**config.mk**
```make
export PLATFORM = sky130hd
export DESIGN_NAME = key_scan_confirm
export DESIGN_NICKNAME = d
export VERILOG_FILES = /design/src/rtl/kscan_pkg.sv /design/src/rtl/kscan_seq.sv /design/src/rtl/kscan_confirm.sv /design/src/rtl/kscan_readout.sv /design/src/rtl/key_scan_confirm.sv
export SDC_FILE = /design/constraint.sdc
export NUM_CORES = 1
export LEC_CHECK = 0
export ABC_AREA = 1
export BUFFER_PORTS_ARGS = -buffer_cell sky130_fd_sc_hd__buf_4
export CAP_MARGIN = 20
export CELL_PAD_IN_SITES_DETAIL_PLACEMENT = 1
export CELL_PAD_IN_SITES_GLOBAL_PLACEMENT = 1
export CORE_ASPECT_RATIO = 1.2
export CORE_MARGIN = 3
export CORE_UTILIZATION = 35
export CTS_BUF_LIST = sky130_fd_sc_hd__clkbuf_16
export DETAILED_ROUTE_END_ITERATION = 10
export PLACE_DENSITY = 0.67
export SKIP_LAST_GASP = 1
export SLEW_MARGIN = 20
export SYNTH_ARGS = -nofsm -noshare
export SYNTH_HDL_FRONTEND = slang
export SYNTH_SLANG_ARGS = --single-unit
```
**constraint.sdc**
```tcl
create_clock -name clk_i -period 3.15 [get_ports clk_i]
set_input_delay 0.1575 -clock clk_i [delete_from_list [all_inputs] [get_ports clk_i]]
set_output_delay 0.1575 -clock clk_i [all_outputs]
set_load 0.05 [all_outputs]
```
**src/rtl/kscan_pkg.sv**
```systemverilog
package kscan_pkg;
  localparam int unsigned NUM_SRC = 8;
  localparam int unsigned NUM_IN  = 4;
  localparam int unsigned IMG_W   = NUM_SRC * NUM_IN;
endpackage

```
**src/rtl/kscan_seq.sv**
```systemverilog
module kscan_seq #(
  parameter int unsigned N_SRC      = 8,
  parameter int unsigned SRC_CYCLES = 4
) (
  input  logic                     clk_i,
  input  logic                     rst_ni,
  input  logic                     scan_en_i,
  input  logic                     scan_start_i,
  output logic [N_SRC-1:0]         src_o,
  output logic                     busy_o,
  output logic                     samp_o,
  output logic                     done_o,
  output logic [$clog2(N_SRC)-1:0] idx_o
);
  localparam int unsigned IDX_W = $clog2(N_SRC);
  localparam int unsigned CNT_W = (SRC_CYCLES > 1) ? $clog2(SRC_CYCLES) : 1;
  localparam logic [IDX_W-1:0] LAST_IDX = IDX_W'(N_SRC - 1);
  localparam logic [CNT_W-1:0] LAST_CNT = CNT_W'(SRC_CYCLES - 1);

  logic             busy_q;
  logic [IDX_W-1:0] idx_q;
  logic [CNT_W-1:0] cnt_q;

  assign samp_o = busy_q && (cnt_q == LAST_CNT);
  assign done_o = samp_o && (idx_q == LAST_IDX);
  assign busy_o = busy_q;
  assign idx_o  = idx_q;

  always_ff @(posedge clk_i or negedge rst_ni) begin
    if (!rst_ni) begin
      busy_q <= 1'b0;
      idx_q  <= '0;
      cnt_q  <= '0;
    end else if (!scan_en_i) begin
      busy_q <= 1'b0;
      idx_q  <= '0;
      cnt_q  <= '0;
    end else if (!busy_q) begin
      if (scan_start_i) begin
        busy_q <= 1'b1;
        idx_q  <= '0;
        cnt_q  <= '0;
      end
    end else if (samp_o) begin
      cnt_q <= '0;
      if (done_o) begin
        busy_q <= 1'b0;
        idx_q  <= '0;
      end else begin
        idx_q <= idx_q + 1'b1;
      end
    end else begin
      cnt_q <= cnt_q + 1'b1;
    end
  end

  for (genvar s = 0; s < N_SRC; s++) begin : g_src
    assign src_o[s] = busy_q && (idx_q == IDX_W'(s));
  end
endmodule

```
**src/rtl/kscan_confirm.sv**
```systemverilog
module kscan_confirm #(
  parameter int unsigned N_SRC = 8,
  parameter int unsigned N_IN  = 4
) (
  input  logic                     clk_i,
  input  logic                     rst_ni,
  input  logic                     scan_en_i,
  input  logic                     samp_i,
  input  logic                     done_i,
  input  logic [$clog2(N_SRC)-1:0] idx_i,
  input  logic [N_IN-1:0]          key_in_i,
  output logic [N_SRC*N_IN-1:0]    conf_o
);
  localparam int unsigned IMG_W = N_SRC * N_IN;
  localparam int unsigned IDX_W = $clog2(N_SRC);

  logic [IMG_W-1:0] snap_q, snap_d, prev_q, conf_q;
  logic             prev_vld_q;

  for (genvar s = 0; s < N_SRC; s++) begin : g_slice
    assign snap_d[s*N_IN +: N_IN] = (samp_i && idx_i == IDX_W'(s)) ?
                                    key_in_i : snap_q[s*N_IN +: N_IN];
  end

  always_ff @(posedge clk_i or negedge rst_ni) begin
    if (!rst_ni) begin
      snap_q     <= '0;
      prev_q     <= '0;
      prev_vld_q <= 1'b0;
      conf_q     <= '0;
    end else if (!scan_en_i) begin
      prev_vld_q <= 1'b0;
    end else begin
      snap_q <= snap_d;
      if (done_i) begin
        // two equal consecutive frames confirm
        if (prev_vld_q && (snap_d == prev_q)) conf_q <= snap_d;
        prev_q     <= snap_d;
        prev_vld_q <= 1'b1;
      end
    end
  end

  assign conf_o = conf_q;
endmodule

```
**src/rtl/kscan_readout.sv**
```systemverilog
module kscan_readout #(
  parameter int unsigned IMG_W = 32
) (
  input  logic             clk_i,
  input  logic             rst_ni,
  input  logic             load_i,
  input  logic             shift_i,
  input  logic             allow_i,
  input  logic [IMG_W-1:0] img_i,
  output logic             sdo_o
);
  logic [IMG_W-1:0] sh_q;

  always_ff @(posedge clk_i or negedge rst_ni) begin
    if (!rst_ni)                sh_q <= '0;
    else if (load_i && allow_i) sh_q <= img_i;
    else if (shift_i && !load_i) sh_q <= {sh_q[IMG_W-2:0], 1'b0};
  end

  assign sdo_o = sh_q[IMG_W-1];
endmodule

```
**src/rtl/key_scan_confirm.sv**
```systemverilog
module key_scan_confirm
  import kscan_pkg::*;
#(
  parameter int unsigned N_SRC      = NUM_SRC,
  parameter int unsigned N_IN       = NUM_IN,
  parameter int unsigned SRC_CYCLES = 4
) (
  input  logic             clk_i,
  input  logic             rst_ni,
  input  logic             scan_en_i,
  input  logic             scan_start_i,
  input  logic [N_IN-1:0]  key_in_i,
  output logic [N_SRC-1:0] key_src_o,
  output logic             pull_en_o,
  output logic             key_req_o,
  input  logic             load_i,
  input  logic             shift_i,
  output logic             sdo_o
);
  localparam int unsigned IMG_W = N_SRC * N_IN;
  localparam int unsigned IDX_W = $clog2(N_SRC);

  logic             busy, samp, done;
  logic [IDX_W-1:0] idx;
  logic [IMG_W-1:0] conf;

  kscan_seq #(.N_SRC(N_SRC), .SRC_CYCLES(SRC_CYCLES)) u_seq (
    .clk_i, .rst_ni, .scan_en_i, .scan_start_i,
    .src_o(key_src_o), .busy_o(busy), .samp_o(samp), .done_o(done), .idx_o(idx)
  );

  kscan_confirm #(.N_SRC(N_SRC), .N_IN(N_IN)) u_conf (
    .clk_i, .rst_ni, .scan_en_i, .samp_i(samp), .done_i(done), .idx_i(idx),
    .key_in_i, .conf_o(conf)
  );

  assign key_req_o = |conf;
  assign pull_en_o = busy;

  kscan_readout #(.IMG_W(IMG_W)) u_rd (
    .clk_i, .rst_ni, .load_i, .shift_i, .allow_i(key_req_o), .img_i(conf), .sdo_o
  );
endmodule

```
==> flow_metrics.env, run 1 <==
export IMPL_status="finished, final reports clean"
export IMPL_ys_seq_elements=135
export IMPL_clock_sinks=135
export IMPL_cts_buffer_depth=2
export IMPL_synth_simple_gate_area_share_pct=29.06
export IMPL_grt_use_total_pct=19.84
export IMPL_final_cell_area_um2=8024
export IMPL_cts_buffers_inserted=17
export IMPL_antenna_found_initial=0
export IMPL_holdBufCountCts=1
export IMPL_cts_tree="yes"
export IMPL_gp_congestion=0.7871
export IMPL_firstDrtPassIters=4
export IMPL_ioPinCount=21
export IMPL_netSwitchingFraction_pct=28.04
export IMPL_initial_utilization_pct=35.77
export IMPL_yosysTopAreaCell="dfrtp_1"
export IMPL_tns_ns=0
export IMPL_synth_top_area_share_pct=47.97
export IMPL_portBuffers=20
export IMPL_area_growth_pct=13.93
export IMPL_synthXorXnorAreaFrac_pct=0.1244
export IMPL_die_w_um=135.5
export IMPL_synth_cells=912
export IMPL_clockPowerShare_pct=43.6
export IMPL_multiInputGateArea_um2=3045
export IMPL_worstPathMaxFanout=32
export IMPL_leakagePower_nw=3.732
export IMPL_holdCritPathClass="in2reg"
export IMPL_clock_latency_ns=0.43
export IMPL_wl_mm=20.37
export IMPL_seq_power_share_pct=44.6
export IMPL_critical_path_class="reg2reg"
export IMPL_p_per_area_nw_per_um2=529.8
export IMPL_clk_pin_slew_ns=0.06
export IMPL_max_cap_viol_count=0
export IMPL_synth_top_family_by_area="simple AND/OR/NAND/NOR gates"
export IMPL_grt_ovfl_total=0
export IMPL_antenna_cells=0
export IMPL_cts_root_buf="clkbuf_16"
export IMPL_netlist_area_um2=7043
export IMPL_synth_compound_area_share_pct=12.63
export IMPL_cp_end_kind="register"
export IMPL_postCtsSetupBuffers=0
export IMPL_fp_dieH_um=161.4
export IMPL_cts_max_level=4
export IMPL_via_count=6017
export IMPL_drive_gt1_share_pct=8.887
export IMPL_seqCellArea_um2=3378
export IMPL_ys_seq_area_share_pct=47.97
export IMPL_fillers=2429
export IMPL_grt_pass1_wl_mm=33.98
export IMPL_worstMarginPinSlew_ns=0.7983
export IMPL_viasPerCell=5.035
export IMPL_p_comb_share_pct=11.7
export IMPL_fmax_ghz=0.3547
export IMPL_fin_worst_skew_ns=0.007507
export IMPL_slew_headroom_pct=46.78
export IMPL_rr_worst_depth=16
export IMPL_syn_area_per_cell_um2=7.723
export IMPL_muxShareOfSynthArea_pct=0
export IMPL_fin_total_pwr_mw=4.251
export IMPL_ant_nets=0
export IMPL_drt_iter0_drc=290
export IMPL_start_kind="register"
export IMPL_drv_slew=0
export IMPL_final_hold_viol_count=0
export IMPL_whs_path_depth=4
export IMPL_p_int_mw=3.059
export IMPL_place_area_um2=7472
export IMPL_yosys_warnings=0
export IMPL_fin_crit_sh_pct=89.49
export IMPL_setup_violations=0
export IMPL_cp_arrival_ns=3.13
export IMPL_ys_types=29
export IMPL_synthAdderAreaFrac_pct=1.244
export IMPL_wl_per_cell_um=17.05
export IMPL_cp_data_required_time_ns=3.46
export IMPL_grt_pass1_vias=6272
export IMPL_post_dp_hpwl_mm=14.44
export IMPL_ir_drop_mv=0.4048
export IMPL_row_count=56
export IMPL_core_area_um2=19690
export IMPL_rsz0062_at_grt="no"
export IMPL_fin_crit_ns=2.819
export IMPL_fin_nets=938
export IMPL_grt_max_degree=80
export IMPL_drcViolationCount=0
export IMPL_synth_area_leaders="dfrtp_1 48%, nand2_1 13%, nand3_1 11%"
export IMPL_ctsResizeCount=0
export IMPL_die_area_um2=21870
export IMPL_synth_nets=929
export IMPL_p_sw_mw=1.192
[per-stage QoR]
step	hold slack, ns	util (%)	std cells	setup slack (ns)
detailed placement	0.2586	37.95	1162	0.3343
floorplan	-0.1381	-	912	0.8300
global route	0.06664	40.75	1195	0.02930
global placement	0.2672	37.95	1162	0.3549
CTS	0.01222	40.74	1195	0.3044
finish	0.01850	40.75	1195	0.3310
[area by class of cell]
cell class	count	share of cell area, %
inverters	108	5.052
clock buffers	17	5.302
repair buffers	38	4.101
clock inverters	15	1.419
well taps	261	4.070
flip-flops and latches	135	42.10
multi-input cells	621	37.95
[placed cells by master, fill, tap and decap left out, drive strengths merged]
| cell | instances |
|---|---|
| nand3b | 2 |
| ha | 7 |
| nand4 | 10 |
| buf | 37 |
| a21oi | 1 |
| clkinvlp | 3 |
| dfrtp | 135 |
| o211ai | 32 |
| inv | 110 |
| nor4 | 2 |
| xor2 | 1 |
| nor2 | 48 |
| clkbuf | 17 |
| clkinv | 9 |
| o21ai | 60 |
| nand2 | 256 |
| o41ai | 1 |
| nand3 | 150 |
| bufinv | 1 |
| a31oi | 13 |
| o21bai | 32 |
| o21a | 1 |
| o22ai | 1 |
| nor3 | 4 |
| dlygate4sd3 | 1 |
[registers in the layout, summed over array words and instances, names as in the netlist]
name and cells:
u_conf.conf_o 32, u_conf.prev_q 32, u_conf.snap_q 32, u_rd.sh_q 32
u_seq.idx_o 3, u_seq.cnt_q 2, u_conf.prev_vld_q 1, u_seq.busy_o 1
[path summary, 6_finish.rpt]
kind                                         from                end  slack (ns)
worst min register to register  u_conf.snap_q[31]  u_conf.snap_q[31]        0.48
worst max-delay path               u_seq.cnt_q[0]  u_conf.conf_o[11]        0.33
max in group asynchronous                  rst_ni      u_rd.sh_q[18]        2.05
worst max register to register     u_seq.cnt_q[0]  u_conf.conf_o[11]        0.33
worst min-delay path                 scan_start_i     u_seq.cnt_q[1]        0.02
min in group asynchronous                  rst_ni       u_rd.sh_q[2]        0.34
[synth_stat cells, drive strengths merged]
cell    count
ha          7
o22ai       1
o211ai     32
a31oi      13
xor2        1
o21a        1
a21oi       1
dfrtp     135
o41ai       1
nand3b      2
o21bai     32
nor2       48
inv       108
buf        17
nor3        4
nand3     150
nor4        2
o21ai      60
clkbuf     31
nand4      10
nand2     256
[per-layer routing]
layer	part of all wire, %	routed length (um)	vias up	global-route usage, %
met5	0	0	-	0
li1	-	-	3005	-
met3	2.8	566	24	3.022
met4	2.2	442	0	6.691
met1	46	9457	2915	26.15
met2	49	9907	73	33.33
[power groups by stage]
stage                     clock network [mW]  registers (mW)  logic, mW
final                                   1.86            1.90      0.499
after global routing                    1.98            1.91      0.571
after CTS                               1.90            1.90      0.510
after detailed placement                   0            1.93      0.506
after global placement                     0            1.92      0.493
after floorplan                            0            1.92      0.318
[critical path, stage by stage, from the launching register on]
cell and delay [ns]:
dfrtp_1 0.37, ha_1 0.30, nand2_2 0.16, inv_2 0.15
buf_4 0.25, nand2_1 0.16, nand2_1 0.14, nand2_1 0.10
nand2_1 0.07, nand2_1 0.09, nor2_1 0.14, nand2_1 0.07
nor2_1 0.09, nand2_1 0.10, buf_4 0.25, o21bai_1 0.19
nand2_1 0.06
[cell families (layout without fill, tap and decap cells)]
group,count (synthesis),after routing
simple gates,472,472
flops,135,135
xor+xnor,1,1
buf+inv,156,178
fa+ha+maj,7,7
compound gates,141,141
Note: power is estimated with default switching activity, not from simulation.
==> run 2: changes to the inputs <==
CELL_PAD_IN_SITES_DETAIL_PLACEMENT = 0   (was 1)
==> flow_metrics.env, run 2 (synthesized netlist as in run 1, its figures left out) <==
export IMPL_rsz0062_at_grt="no"
export IMPL_hold_ws_ns=0.02369
export IMPL_critical_path_class="reg2reg"
export IMPL_ctsResizeCount=0
export IMPL_status="finished, final reports clean"
export IMPL_setup_violations=0
export IMPL_grt_ovfl_total=0
export IMPL_crit_top_cell="nand2_1"
export IMPL_netSwitchingFraction_pct=25.70
export IMPL_cp_arrival_ns=3.10
export IMPL_clk_pin_slew_ns=0.06
export IMPL_via_count=5894
export IMPL_cts_buffers_inserted=17
export IMPL_fp_dieH_um=161.4
export IMPL_wl_per_cell_um=15.78
export IMPL_portBuffers=20
export IMPL_worst_path_max_delay_cell="dfrtp_1"
export IMPL_max_stage_delay_ns=0.37
export IMPL_p_comb_share_pct=10.9
export IMPL_worstMarginPinSlew_ns=0.7768
export IMPL_seq_power_share_pct=42.8
export IMPL_drcViolationCount=0
export IMPL_cp_data_required_time_ns=3.46
export IMPL_die_area_um2=21870
export IMPL_dpl_cell_count=1162
export IMPL_cts_root_buf="clkbuf_16"
export IMPL_ioPinCount=21
export IMPL_worstPathMaxFanout=32
export IMPL_firstDrtPassIters=5
export IMPL_post_dp_hpwl_mm=13.27
export IMPL_initial_utilization_pct=35.77
export IMPL_holdCritPathClass="in2reg"
export IMPL_area_growth_pct=14.71
export IMPL_die_w_um=135.5
export IMPL_leakagePower_nw=3.772
export IMPL_start_kind="register"
export IMPL_grt_pass1_vias=5852
export IMPL_max_cap_viol_count=0
export IMPL_ir_drop_mv=0.4088
export IMPL_p_int_mw=3.288
export IMPL_drv_slew=0
export IMPL_clock_sinks=135
export IMPL_crit_family="simple AND/OR/NAND/NOR gates"
export IMPL_row_count=56
export IMPL_p_per_area_nw_per_um2=547.8
export IMPL_slew_headroom_pct=48.22
export IMPL_clockPowerShare_pct=46.2
export IMPL_cts_tree="yes"
export IMPL_final_cells=1195
export IMPL_drt_iter0_drc=360
export IMPL_grt_max_degree=80
export IMPL_clock_latency_ns=0.42
export IMPL_gp_congestion=0.7871
export IMPL_path_cells="ha_1, nand2_2, inv_2, buf_4, nand2_1, nand2_1, nand2_1, nand2_1, nand2_1, nor2_1, nand2_1, nor2_1, nand2_1, buf_4, o21bai_1, nand2_1"
export IMPL_cp_end_kind="register"
export IMPL_grt_use_total_pct=18.44
export IMPL_wl_mm=18.85
export IMPL_ant_nets=0
export IMPL_fmax_ghz=0.3576
export IMPL_drive_gt1_share_pct=8.458
export IMPL_grt_pass1_wl_mm=31.60
export IMPL_p_sw_mw=1.137
export IMPL_path_buf_inv=3
export IMPL_antenna_cells=0
export IMPL_antenna_found_initial=0
export IMPL_final_hold_viol_count=0
export IMPL_tns_ns=0
export IMPL_viasPerCell=4.932
export IMPL_fin_crit_sh_pct=88.77
export IMPL_fin_crit_ns=2.796
export IMPL_mostFrequentLayoutCell="nand2_1"
export IMPL_cts_max_level=4
export IMPL_core_area_um2=19690
export IMPL_fin_nets=938
export IMPL_cts_buffer_depth=2
export IMPL_fin_worst_skew_ns=0.006337
export IMPL_final_cell_mix="251 x nand2_1, 150 x nand3_1, 135 x dfrtp_1"
[run 2: cell types whose count changed in the layout (fill, tap and decap cells not counted), moves of 2 or more]
cell        previous run  this run
inv_1                106       108
clkinvlp_4             3         0
bufinv_16              1         4
clkinv_2               4         2
clkinv_1               3         5
[run 2: path summary, 6_finish.rpt]
kind / slack (ns) / start / end / cells after the start
worst max-delay path: 0.35 / u_seq.cnt_q[0] / u_conf.conf_o[25] / 16
worst min-delay path: 0.02 / scan_start_i / u_seq.cnt_q[1] / 4
worst max register to register: 0.35 / u_seq.cnt_q[0] / u_conf.conf_o[25] / 16
worst min register to register: 0.47 / u_conf.snap_q[31] / u_conf.snap_q[31] / 2
max in group asynchronous: 2.06 / rst_ni / u_rd.sh_q[24] / 3
min in group asynchronous: 0.32 / rst_ni / u_rd.sh_q[2] / 2
[run 2: timing repair]
item | in CTS | in global routing
setup buffers | 0 | 0
endpoints found under the hold margin | 77 | 0
hold buffers | 1 | 0
[run 2: layout make-up]
class / count / area [um2]
fill: 2080 / 11610
sequential: 135 / 3378
multi-input combinational: 621 / 3045
clock buffer: 17 / 425.4
inverter: 108 / 405.4
timing repair buffer: 38 / 329.1
tap: 261 / 326.6
clock inverter: 15 / 168.9
[run 2: metrics by stage]
| stage | setup WS, ns | utilization [%] | area [um2] | total power, mW |
|---|---|---|---|---|
| floorplan | 0.8300 | - | 7043 | 2.237 |
| global placement | 0.3549 | 37.95 | 7472 | 2.416 |
| detailed placement | 0.3471 | 37.95 | 7472 | 2.419 |
| CTS | 0.3364 | 41.02 | 8077 | 4.487 |
| global route | 0.04412 | 41.03 | 8079 | 4.640 |
| finish | 0.3537 | 41.03 | 8079 | 4.426 |
[run 2: routing by layer]
layer	wire length, um	track usage (%)	vias to the layer above
met1	8975	25.07	2741
met5	0	0	-
met2	8884	29.21	105
met3	569	3.801	25
li1	-	-	3023
met4	424	6.599	0
[run 2: tightest hold or removal path, delay by kind of cell]
kind / cells / cell delay [ns]
buffers and inverters: 1 / 0.08
AND/OR/NAND/NOR: 3 / 0.17
[run 2: power by group through the flow]
stage	sequential, mW	combinational, mW	clock, mW
after floorplan	1.92	0.318	0
after global placement	1.92	0.493	0
after detailed placement	1.92	0.494	0
after CTS	1.89	0.496	2.10
after global routing	1.91	0.560	2.17
final	1.89	0.484	2.05
